### src/rtl/af_pkg.sv
// Shared constants and types for the destination address filter.
// Assumes byte-wide configuration selectors and an 8-bit mode byte.
package af_pkg;
    localparam int SEL_W     = 5;
    localparam int HASH_BASE = 8;   // first hash table selector
    localparam int MODE_SEL  = 16;  // mode byte selector
    localparam logic [31:0] CRC_POLY = 32'hEDB88320;

    // decoded mode byte
    typedef struct packed {
        logic monitor;   // 0x20
        logic promisc;   // 0x10
        logic mcast;     // 0x08
        logic bcast;     // 0x04
    } af_mode_t;
endpackage

### src/rtl/af_regfile.sv
// Configuration storage: station address bytes, hash table bytes, mode.
// Assumes ADDR_BYTES <= HASH_BASE and HASH_BASE + HASH_BYTES <= MODE_SEL.
module af_regfile #(
    parameter int ADDR_BYTES = 6,
    parameter int HASH_BYTES = 8,
    localparam int HASH_BITS = HASH_BYTES * 8
) (
    input  logic                       clk,
    input  logic                       rst_n,
    input  logic                       we,
    input  logic [af_pkg::SEL_W-1:0]   sel,
    input  logic [7:0]                 wdata,
    output logic [ADDR_BYTES*8-1:0]    station,
    output logic [HASH_BITS-1:0]       table_bits,
    output af_pkg::af_mode_t           mode
);
    import af_pkg::*;

    // one register per station byte
    for (genvar i = 0; i < ADDR_BYTES; i++) begin : g_sta
        // write station byte i
        always_ff @(posedge clk) begin
            if (!rst_n)
                station[i*8 +: 8] <= '0;
            else if (we && sel == SEL_W'(i))
                station[i*8 +: 8] <= wdata;
        end
    end

    // one register per hash byte
    for (genvar j = 0; j < HASH_BYTES; j++) begin : g_hash
        // write hash byte j
        always_ff @(posedge clk) begin
            if (!rst_n)
                table_bits[j*8 +: 8] <= '0;
            else if (we && sel == SEL_W'(HASH_BASE + j))
                table_bits[j*8 +: 8] <= wdata;
        end
    end

    // write the mode byte, keeping only the used bits
    always_ff @(posedge clk) begin
        if (!rst_n)
            mode <= '0;
        else if (we && sel == SEL_W'(MODE_SEL))
            mode <= wdata[5:2];
    end
endmodule

### src/rtl/af_crc_acc.sv
// Reflected CRC-32 accumulator over address bytes, LSB first.
// crc_next is the register value including the current byte; a start
// byte seeds from all ones. No final inversion is applied.
module af_crc_acc (
    input  logic        clk,
    input  logic        rst_n,
    input  logic        en,
    input  logic        start,
    input  logic [7:0]  din,
    output logic [31:0] crc_next
);
    import af_pkg::*;

    logic [31:0] crc_q;

    // combinational byte update, eight serial steps
    always_comb begin
        logic [31:0] c;
        c = start ? 32'hFFFF_FFFF : crc_q;
        for (int b = 0; b < 8; b++)
            c = (c[0] ^ din[b]) ? ((c >> 1) ^ CRC_POLY) : (c >> 1);
        crc_next = c;
    end

    // hold the running CRC between bytes
    always_ff @(posedge clk) begin
        if (!rst_n)
            crc_q <= 32'hFFFF_FFFF;
        else if (en)
            crc_q <= crc_next;
    end
endmodule

### src/rtl/af_decide.sv
// Combinational accept decision from address class flags and mode.
// Assumes the flags describe the complete destination address.
module af_decide (
    input  af_pkg::af_mode_t mode,
    input  logic             is_group,
    input  logic             is_bcast,
    input  logic             sta_match,
    input  logic             hash_hit,
    output logic             accept
);
    // priority: broadcast, then group hash, then physical
    always_comb begin
        if (is_bcast)
            accept = mode.bcast;
        else if (is_group)
            accept = mode.mcast && hash_hit;
        else
            accept = mode.promisc || sta_match;
    end
endmodule

### src/rtl/mcast_hash_filter.sv
// Destination address filter: tracks the address bytes of a frame,
// matches them against the station address, hashes them for group
// addresses and registers the decision one cycle after the last byte.
// Assumes bytes arrive in wire order starting with rx_sof.
module mcast_hash_filter #(
    parameter int ADDR_BYTES = 6,
    parameter int HASH_BYTES = 8,
    parameter int MISS_W     = 8
) (
    input  logic                     clk,
    input  logic                     rst_n,
    input  logic                     cfg_we,
    input  logic [af_pkg::SEL_W-1:0] cfg_sel,
    input  logic [7:0]               cfg_wdata,
    input  logic                     rx_sof,
    input  logic                     rx_valid,
    input  logic [7:0]               rx_byte,
    output logic                     dec_done,
    output logic                     dec_accept,
    output logic                     dec_group,
    output logic                     dec_store,
    output logic [MISS_W-1:0]        miss_count
);
    import af_pkg::*;

    localparam int HASH_BITS = HASH_BYTES * 8;
    localparam int IDX_W     = $clog2(HASH_BITS);
    localparam int CNT_W     = $clog2(ADDR_BYTES + 1);

    logic [ADDR_BYTES*8-1:0] station;
    logic [HASH_BITS-1:0]    table_bits;
    af_mode_t                mode;
    logic [31:0]             crc_next;
    logic [CNT_W-1:0]        cnt_q, pos;
    logic                    take, last;
    logic                    match_q, ones_q, grp_q;
    logic                    match_now, ones_now, grp_now;
    logic [IDX_W-1:0]        idx;
    logic                    accept_now;

    af_regfile #(.ADDR_BYTES(ADDR_BYTES), .HASH_BYTES(HASH_BYTES)) u_regs (
        .clk(clk), .rst_n(rst_n), .we(cfg_we), .sel(cfg_sel),
        .wdata(cfg_wdata), .station(station), .table_bits(table_bits),
        .mode(mode)
    );

    af_crc_acc u_crc (
        .clk(clk), .rst_n(rst_n), .en(take), .start(rx_sof),
        .din(rx_byte), .crc_next(crc_next)
    );

    // byte acceptance and position within the address
    always_comb begin
        take = rx_valid && (rx_sof || (cnt_q != '0 && cnt_q < CNT_W'(ADDR_BYTES)));
        pos  = rx_sof ? '0 : cnt_q;
        last = take && (pos == CNT_W'(ADDR_BYTES - 1));
    end

    // running class flags including the current byte
    always_comb begin
        match_now = (rx_byte == station[pos*8 +: 8]) && (rx_sof || match_q);
        ones_now  = (rx_byte == 8'hFF) && (rx_sof || ones_q);
        grp_now   = rx_sof ? rx_byte[0] : grp_q;
    end

    // hash index is the low CRC bits in reversed order
    for (genvar k = 0; k < IDX_W; k++) begin : g_rev
        assign idx[k] = crc_next[IDX_W-1-k];
    end

    af_decide u_dec (
        .mode(mode), .is_group(grp_now), .is_bcast(ones_now),
        .sta_match(match_now), .hash_hit(table_bits[idx]),
        .accept(accept_now)
    );

    // byte counter and running flags
    always_ff @(posedge clk) begin
        if (!rst_n) begin
            cnt_q   <= '0;
            match_q <= 1'b0;
            ones_q  <= 1'b0;
            grp_q   <= 1'b0;
        end else if (take) begin
            cnt_q   <= pos + 1'b1;
            match_q <= match_now;
            ones_q  <= ones_now;
            grp_q   <= grp_now;
        end
    end

    // registered decision and monitor-mode counter
    always_ff @(posedge clk) begin
        if (!rst_n) begin
            dec_done   <= 1'b0;
            dec_accept <= 1'b0;
            dec_group  <= 1'b0;
            dec_store  <= 1'b0;
            miss_count <= '0;
        end else begin
            dec_done <= last;
            if (last) begin
                dec_accept <= accept_now;
                dec_group  <= grp_now;
                dec_store  <= accept_now && !mode.monitor;
                if (accept_now && mode.monitor)
                    miss_count <= miss_count + 1'b1;
            end
        end
    end
endmodule

### config.mk
export PLATFORM = sky130hd
export DESIGN_NAME = mcast_hash_filter
export DESIGN_NICKNAME = d
export VERILOG_FILES = /design/src/rtl/af_pkg.sv /design/src/rtl/af_regfile.sv /design/src/rtl/af_crc_acc.sv /design/src/rtl/af_decide.sv /design/src/rtl/mcast_hash_filter.sv
export SDC_FILE = /design/constraint.sdc
export NUM_CORES = 1
export LEC_CHECK = 0
export BUFFER_PORTS_ARGS = -buffer_cell sky130_fd_sc_hd__buf_2
export CORE_MARGIN = 2
export CORE_UTILIZATION = 55
export CTS_CLUSTER_DIAMETER = 50
export DETAILED_ROUTE_END_ITERATION = 6
export GPL_TIMING_DRIVEN = 0
export PLACE_DENSITY = 0.72
export SETUP_SLACK_MARGIN = 0.2
export SYNTH_ARGS = -nofsm -noshare
export SYNTH_HDL_FRONTEND = slang
export SYNTH_SLANG_ARGS = --single-unit
### constraint.sdc
create_clock -name clk -period 7.3 [get_ports clk]
set_clock_uncertainty 0.05 [all_clocks]
set_input_delay 1.46 -clock clk [delete_from_list [all_inputs] [get_ports clk]]
set_output_delay 1.46 -clock clk [all_outputs]
set_load 0.01 [all_outputs]
==> flow_summary.ini <==
[run_status]
status = completed

[sta]
worst_pin_slew_ps = 1380
rsz0062_at_grt = no
holdWs_ps = 405
max_freq_ghz = 0.225
drv_slew = 0
finalSetupTns_ps = 0
period_minus_slack_ps = 4450
finalHoldViolations = 0
finalCritPeriodShare_pct = 60.9
finalSetupViolations = 0
slew-limit-headroom_pct = 7.05
fin_ws_ps = 2850

[setup_path]
start_kind = input pin
crit_arrival_ps = 4760
worstPathRequired_ps = 7610
path_class = in -> reg
crit_path_end_kind = flip-flop
cp_max_fo = 9

[clock_tree]
cts-htree-levels = 4
clock-sinks = 166
postCtsHoldBufs = 0
cts_tree = built
clk_latency_ps = 440
clk_pin_slew_ps = 60
root_buffer = clkbuf_16
cts_buffers = 17
ctsResizeCount = 0
clockBufferDepth = 2
cts_setup_buffers = 0

[flow_run]
cap_violations = 0

[global_routing]
track_usage_pct = 27.0
grt_max_degree = 17
grt_first_pass_wirelength_mm = 34.2
use_met2_pct = 44.9
grt_pass1_vias = 6431
antenna_found_initial = 0
grt_use_met1_pct = 34.3
grt_overflow_total = 0
met3_usage_pct = 5.41
top_usage_layer = met2

[worst_hold_path]
hold_class = reg -> reg

[synth]
syn_inst = 905
syn_avg_cell_area_um2 = 9.40
synth_cell_types = 58
ys_ff_latch = 166
ys_top_cells_by_count = dfxtp_1, nor2_1, mux2i_1
synth.most_common_cell = dfxtp_1
syn_area_um2 = 8510
synth_edf_count = 0
ys.flop_type = dfxtp_1
ys_async_sr_fraction_pct = 0
ys_seq_area_share_pct = 39.1
synth_top_area_share_pct = 39.1
syn_nets = 934
synthTopCellsByArea = dfxtp_1, mux2i_1, xnor2_1
yosys.area.top_type = dfxtp_1
ys_warn_count = 0

[floorplanning]
core-area_um2 = 15100
initial_core_util_pct = 56.2
die_area_um2 = 16500
dieWidth_um = 128
pin_count = 38
rows = 45
die_h_um = 128

[placed_design]
gp_congestion = 0.904
dpl.hpwl_mm = 15.2
dpl_worst_slack_ps = 2420
place_inst = 1122
portBuffers = 29

[drt]
drtPass1Iterations = 6
avgRoutedWirePerCell_um = 18.8
drt-initial-drc-count = 499
num_vias = 6603
antenna_left = 0
vias_per_cell = 5.73
drt_wl_total_mm = 21.6
post-route-drc-count = 0

[power]
ir_drop_mv = 0.187
power.total_mw = 2.43
leakagePower_nw = 3.86
p_per_area_nw_per_um2 = 256

[layout]
final_nets = 982
instances_no_fill = 1153
syn_to_final_growth_pct = 11.6
diodes = 0
drive_above_1_share_pct = 11.8
## logic make-up (layout without fill, tap and decap cells)
family | after synthesis | count (layout) | synth area share [%]
AO/OA/AOI/OAI | 102 | 102 | 8.56
XOR/XNOR | 100 | 100 | 12.2
adder cells (fa/ha/maj) | 3 | 3 | 0.441
buffers and inverters | 73 | 133 | 3.79
flip-flops | 166 | 166 | 39.1
multiplexers | 146 | 146 | 20.0
AND/OR/NAND/NOR | 315 | 315 | 15.9
## metrics by stage
step                instance area [um^2]  utilization (%)
floorplan                           8510                -
global placement                    8890             58.7
global route                        9490             62.7
detailed placement                  8890             58.7
finish                              9490             62.7
CTS                                 9490             62.7
## flip-flops by register name (all words and copies together) (netlist names), 3 cells and up
signal	count
u_regs.table_bits	64
u_regs.station	48
miss_count	8
u_regs.mode	4
cnt_q	3
u_crc.crc_q	32
## worst max-delay path: stages
cell and delay [ps]:
buf_2 180, nor2b_1 120, buf_2 240, and2_1 310
nand3_1 240, nor4b_1 670, nor2b_1 220, o41ai_1 100
nor4_2 430, a32oi_4 190, a2111oi_2 380, mux2i_1 210
## area by class of cell
class	instances	area [um^2]
clock buffers	22	484
multi-input cells	666	4860
well taps	188	235
plain buffers	66	297
clock inverters	9	119
flip-flops and latches	166	3320
repair buffers	29	145
fillers	1291	5650
inverters	7	26.3
## report_power, final
| group | internal, mW | total (mW) | switching (mW) |
|---|---|---|---|
| clock network | 0.542 | 0.920 | 0.378 |
| registers | 0.935 | 0.955 | 0.0192 |
| logic | 0.232 | 0.554 | 0.322 |
## placed cells by master, fill, tap and decap left out, drive strengths merged, types with 2 or more instances in the layout
cell type / instances
a211oi: 11
a21boi: 2
a21oi: 31
a221oi: 2
a222oi: 3
a22oi: 4
a31oi: 2
and2: 3
and3: 2
buf: 48
bufinv: 2
clkbuf: 69
clkinv: 5
dfxtp: 166
ha: 3
inv: 8
mux2: 9
mux2i: 121
mux4: 16
nand2: 91
nand2b: 10
nand3: 24
nand4: 7
nor2: 153
nor2b: 11
nor3: 4
nor3b: 3
nor4: 3
o211ai: 28
o21a: 2
o21ai: 6
o22ai: 5
xnor2: 82
xor2: 17
## layer usage
layer / vias to the layer above / part of all wire [%]
met5: - / 0
met4: 0 / 3.0
met3: 53 / 5.1
met2: 180 / 48
met1: 3159 / 44
li1: 3211 / -
## worst paths after layout
path | start | to | slack, ps | depth (start not counted)
max | rx_sof | miss_count[7] | 2850 | 12
min | u_regs.table_bits[0] | u_regs.table_bits[0] | 410 | 2
min reg2reg | u_regs.table_bits[0] | u_regs.table_bits[0] | 410 | 2
max reg2reg | cnt_q[0] | miss_count[7] | 3440 | 13
(Power assumes the default switching activity.)
